`config.mk`:
```
export PLATFORM = sky130hd
export DESIGN_NAME = stepclk_ctrl
export DESIGN_NICKNAME = d
export VERILOG_FILES = /design/src/rtl/stepclk_pkg.sv /design/src/rtl/stepclk_rst_timer.sv /design/src/rtl/stepclk_cycle_ctr.sv /design/src/rtl/stepclk_fsm.sv /design/src/rtl/stepclk_ctrl.sv
export SDC_FILE = /design/constraint.sdc
export NUM_CORES = 1
export LEC_CHECK = 0
export BUFFER_PORTS_ARGS = -buffer_cell sky130_fd_sc_hd__buf_2
export CORE_AREA = 2 2 76 64
export CTS_BUF_LIST = sky130_fd_sc_hd__clkbuf_8 sky130_fd_sc_hd__clkbuf_16
export CTS_CLUSTER_SIZE = 28
export DETAILED_ROUTE_END_ITERATION = 7
export DIE_AREA = 0 0 78 66
export GPL_TIMING_DRIVEN = 0
export PLACE_DENSITY = 0.75
export REMOVE_ABC_BUFFERS = 1
export SLEW_MARGIN = 20
export SYNTH_ARGS = -nofsm -noshare
export SYNTH_HDL_FRONTEND = slang
export SYNTH_SLANG_ARGS = --single-unit
```
`constraint.sdc`:
```
create_clock -name clk -period 2.75 [get_ports clk]
set_input_delay 0.275 -clock clk [delete_from_list [all_inputs] [get_ports clk]]
set_output_delay 0.275 -clock clk [all_outputs]
set_load 0.005 [all_outputs]
```
`src/rtl/stepclk_pkg.sv`:
```
package stepclk_pkg;
  typedef enum logic [1:0] {
    ST_IDLE  = 2'd0,
    ST_RESET = 2'd1,
    ST_STEP  = 2'd2,
    ST_RUN   = 2'd3
  } stepclk_state_t;

  typedef enum logic [1:0] {
    OP_RESET = 2'b00,
    OP_STEP  = 2'b01,
    OP_START = 2'b10,
    OP_PAUSE = 2'b11
  } stepclk_op_t;
endpackage

```
`src/rtl/stepclk_rst_timer.sv`:
```
module stepclk_rst_timer #(
  parameter int CYCLES = 2,
  parameter int W      = 2
) (
  input  logic clk,
  input  logic rst,
  input  logic clr,
  input  logic en,
  output logic last
);
  logic [W-1:0] tick;

  always_ff @(posedge clk) begin
    if (rst || clr) tick <= '0;
    else if (en)    tick <= tick + 1'b1;
  end

  assign last = (tick == W'(CYCLES - 1));
endmodule

```
`src/rtl/stepclk_cycle_ctr.sv`:
```
module stepclk_cycle_ctr #(
  parameter int W = 32
) (
  input  logic         clk,
  input  logic         rst,
  input  logic         clr,
  input  logic         inc,
  output logic [W-1:0] count
);
  always_ff @(posedge clk) begin
    if (rst || clr) count <= '0;
    else if (inc)   count <= count + 1'b1;
  end
endmodule

```
`src/rtl/stepclk_fsm.sv`:
```
module stepclk_fsm
  import stepclk_pkg::*;
(
  input  logic           clk,
  input  logic           rst,
  input  logic           cmd_valid,
  input  logic [1:0]     cmd_code,
  input  logic           tmr_last,
  output stepclk_state_t state,
  output logic           cmd_ready,
  output logic           tmr_clr,
  output logic           tmr_en,
  output logic           ctr_clr,
  output logic           done,
  output logic           err
);
  logic        take;
  stepclk_op_t op;

  always_comb begin
    op        = stepclk_op_t'(cmd_code);
    cmd_ready = (state == ST_IDLE) || (state == ST_RUN);
    take      = cmd_valid && cmd_ready;
    tmr_clr   = take && (state == ST_IDLE) && (op == OP_RESET);
    ctr_clr   = tmr_clr;
    tmr_en    = (state == ST_RESET);
  end

  always_ff @(posedge clk) begin
    if (rst) begin
      state <= ST_IDLE;
      done  <= 1'b0;
      err   <= 1'b0;
    end else begin
      done <= 1'b0;
      err  <= 1'b0;
      case (state)
        ST_IDLE: if (take) begin
          case (op)
            OP_RESET: state <= ST_RESET;
            OP_STEP:  state <= ST_STEP;
            OP_START: begin state <= ST_RUN; done <= 1'b1; end
            default:  done <= 1'b1;
          endcase
        end
        ST_RESET: if (tmr_last) begin
          state <= ST_IDLE;
          done  <= 1'b1;
        end
        ST_STEP: begin
          state <= ST_IDLE;
          done  <= 1'b1;
        end
        default: if (take) begin
          case (op)
            OP_PAUSE: begin state <= ST_IDLE; done <= 1'b1; end
            OP_START: done <= 1'b1;
            default:  err  <= 1'b1;
          endcase
        end
      endcase
    end
  end
endmodule

```
`src/rtl/stepclk_ctrl.sv`:
```
module stepclk_ctrl
  import stepclk_pkg::*;
#(
  parameter int CNT_W      = 32,
  parameter int RST_CYCLES = 2
) (
  input  logic             clk,
  input  logic             rst,
  input  logic             cmd_valid,
  output logic             cmd_ready,
  input  logic [1:0]       cmd_code,
  output logic             xclk_en,
  output logic             xrst,
  output logic             running,
  output logic [CNT_W-1:0] cycle_count,
  output logic             done,
  output logic             err
);
  localparam int TMR_W = (RST_CYCLES < 2) ? 1 : $clog2(RST_CYCLES);

  stepclk_state_t state;
  logic tmr_clr, tmr_en, tmr_last, ctr_clr;

  stepclk_fsm u_fsm (
    .clk(clk), .rst(rst), .cmd_valid(cmd_valid), .cmd_code(cmd_code),
    .tmr_last(tmr_last), .state(state), .cmd_ready(cmd_ready),
    .tmr_clr(tmr_clr), .tmr_en(tmr_en), .ctr_clr(ctr_clr),
    .done(done), .err(err)
  );

  stepclk_rst_timer #(.CYCLES(RST_CYCLES), .W(TMR_W)) u_tmr (
    .clk(clk), .rst(rst), .clr(tmr_clr), .en(tmr_en), .last(tmr_last)
  );

  assign xclk_en = (state == ST_STEP) || (state == ST_RUN);
  assign xrst    = (state == ST_RESET);
  assign running = (state == ST_RUN);

  stepclk_cycle_ctr #(.W(CNT_W)) u_ctr (
    .clk(clk), .rst(rst), .clr(ctr_clr), .inc(xclk_en), .count(cycle_count)
  );
endmodule

```
==> metrics.txt <==
status completed; overall overflow remaining after global route 0; worst r2r path cells 6; Setup crit start kind flop; post-synth top area share 0.374; max incr delay on CP 690 ps; DP Wirelength 3.13 mm; vias in the first global route 1,661; CP max-delay cell or4_4; die span in x 78 um; Sw Ratio 0.306; CORE AREA 4400 um^2; PD cells 582 nW/um^2; maximum VDD drop 0.000309 V; WP data required 2970 ps; Total GRT Usage 0.179; H-tree depth 2; hold buffer count at cts 0; largest net degree at the start of global routing 26; Total Power 0.00136 W; Reg power frac 0.440; Hold Crit Start rst; final core utilization 0.529; global-route wire length before repair 7.45 mm; fmax 0.410 GHz; post-DR vias/cell 5.43; Switch Pwr 0.000414 W; synth top area cells dfxtp_1 37%, ha_1 5.7%, or4_1 4.9%; antenna violations before repair 0; nets@finish 289; via count 1,825; Pre-antenna DRT Iters 4; Max Cap Viol 0; capture point of the worst reg-to-reg path u_ctr.count[23]$_SDFFE_PP0P_; post-synthesis sequential area ratio 0.374; reg2reg setup slack 310 ps; P_int 0.000942 W; WS Path Type reg -> reg; worst-case hold path end point u_fsm.done$_SDFF_PP0_; Buf/Inv on CP 1; Clk Latency, worst-skew pair 290 ps; Post-CTS Setup Bufs 0; Layout area overhead 17.7%; cell family with most CP delay simple AND/OR/NAND/NOR gates; Worst-path clk slew 70 ps; initial core utilization 0.449; Final TNS setup 0 ps; combinational share of power 0.255; RSZ-0062 raised after global routing false; final count of negative-setup-slack endpoints 0; die area 5150 um^2; Final Max Slew Viols 0; CTS tree yes; Worst slew margin 0.472; Distinct cells, synth 36; syn avg cell area 8.39 um^2; Top Ports 43; Post-synth ARST share 0; min-delay worst type in -> reg; # rows 22; TritonCTS buffer count 5; Slew @ Worst Pin 790 ps; Final ANT Viol Nets 0; CTS root buffer clkbuf_8; WHS Path Cells 2; Post-synth EDFFs 0; clock power share 0.305; layout cell share with drive strength beyond 1 0.203; Final Hold Vio Count 0; setup clock skew after layout 5.65 ps; Synth top cells by count 37 x dfxtp_1, 25 x nand2_1, 19 x nor2_1, 15 x a21oi_1, 13 x or4_1; CP Cell Sequence inv_1 > ha_1 > o2111ai_2 > or4_4 > or4_1 > a21oi_1; routed len/inst 13.0 um; DRC violations left 0; diode count 0; drt total wl 4.36 mm; Sink Count 37; hold_ws 225 ps; Tcrit/Tclk final 0.887; leak pwr 0.896 nW; largest area contributor in the netlist dfxtp_1; routability cong. 0.807; crit path time final 2440 ps; Synthesis Warnings 0; Synth Register Bits 37; Die H 66 um; start of the worst register-to-register path u_fsm.state[0]$_SDFFE_PP0P_; top-count cell post-synth dfxtp_1; clock tree buffer depth 2; CP endpoint kind flop; Mapped Area 1980 um^2; Critical Path Fanout Max 18; fill cell count 428; Top FF cell, synth dfxtp_1; initial DRC count 101; IO Port Bufs 42; post-synthesis instance total 236; Worst EP arrival 2660 ps
[flip-flops by register name, summed over array words and instances, names as in the netlist]
register / count
u_ctr.count: 32
u_fsm.done: 1
u_fsm.err: 1
u_fsm.state: 2
u_tmr.last: 1
[cells in the final DEF, fill, tap and decap left out, types with 2 or more instances in the layout]
master	netlist	final
nand2_1	25	25
or4_1	13	12
dfxtp_1	37	37
buf_2	1	42
xnor2_1	10	10
nand2b_1	10	10
nor4_1	12	12
a21oi_1	15	15
ha_1	9	9
o31ai_1	10	10
or3_1	3	3
nor2_1	19	19
xor2_1	2	2
o21ai_0	6	6
nand3_1	7	7
inv_1	9	9
nand4_1	9	9
mux2i_1	8	8
clkbuf_8	0	7
nor3_1	4	4
and4_1	3	3
[logic make-up (layout without fill, tap and decap cells)]
family / Yosys count / in the layout / share of synthesized area
compound gates: 39 / 39 / 0.126
xor+xnor: 12 / 12 / 0.0531
fa+ha+maj: 9 / 9 / 0.0569
buf+inv: 19 / 59 / 0.0405
flops: 37 / 37 / 0.374
mux: 8 / 8 / 0.0405
simple gates: 112 / 112 / 0.309
[metal layers]
layer	track usage	up-vias	share of wire
li1	-	938	-
met1	0.219	833	0.46
met2	0.315	49	0.47
met3	0.0410	5	0.056
met4	0.0570	0	0.014
met5	0	-	0
[timing repair]
action	CTS	global route
gates resized for setup	0	1
endpoints found under the hold margin	0	0
endpoints found under the setup margin	0	2
[power groups by stage]
stage	Combinational, W	Sequential, W	Clock (W)
floorplan	0.000251	0.000605	0
global placement	0.000335	0.000608	0
detailed placement	0.000349	0.000608	0
CTS	0.000350	0.000597	0.000420
global route	0.000391	0.000604	0.000448
finish	0.000346	0.000597	0.000413
[worst max-delay path by stage]
stage	from	end	slack, ps	depth (start not counted)
6_report	u_fsm.state[0]$_SDFFE_PP0P_	u_ctr.count[23]$_SDFFE_PP0P_	310	6
3_3_place_gp	u_fsm.state[0]$_SDFFE_PP0P_	u_ctr.count[23]$_SDFFE_PP0P_	200	6
5_1_grt	u_fsm.state[0]$_SDFFE_PP0P_	u_ctr.count[21]$_SDFFE_PP0P_	180	6
4_1_cts	u_fsm.state[0]$_SDFFE_PP0P_	u_ctr.count[19]$_SDFFE_PP0P_	120	6
3_5_place_dp	u_fsm.state[0]$_SDFFE_PP0P_	u_ctr.count[19]$_SDFFE_PP0P_	140	6
2_1_floorplan	u_fsm.state[0]$_SDFFE_PP0P_	u_ctr.count[17]$_SDFFE_PP0P_	470	6
[worst register-to-register path, stage by stage (launching register included)]
cell and delay (ps):
dfxtp_1 340, inv_1 100, ha_1 290, o2111ai_2 260, or4_4 690, or4_1 530
a21oi_1 150
[layout make-up]
type | instances | area (um^2) | share of cell area
flip-flops and latches | 37 | 741 | 0.318
inverters | 9 | 33.8 | 0.0145
clock inverters | 1 | 5.00 | 0.00215
repair buffers | 42 | 210 | 0.0902
well taps | 60 | 75.1 | 0.0322
multi-input cells | 180 | 1170 | 0.502
clock buffers | 7 | 96.3 | 0.0414
[metrics by stage]
stage                     instances  instance area, um^2  worst slack, ps
after floorplan                 226                 1930              472
after global placement          328                 2220              199
after detailed placement        328                 2220              144
after CTS                       336                 2330              117
after global routing            336                 2330              182
final                           336                 2330              311
No activity file was read; power rests on OpenSTA's default activity.
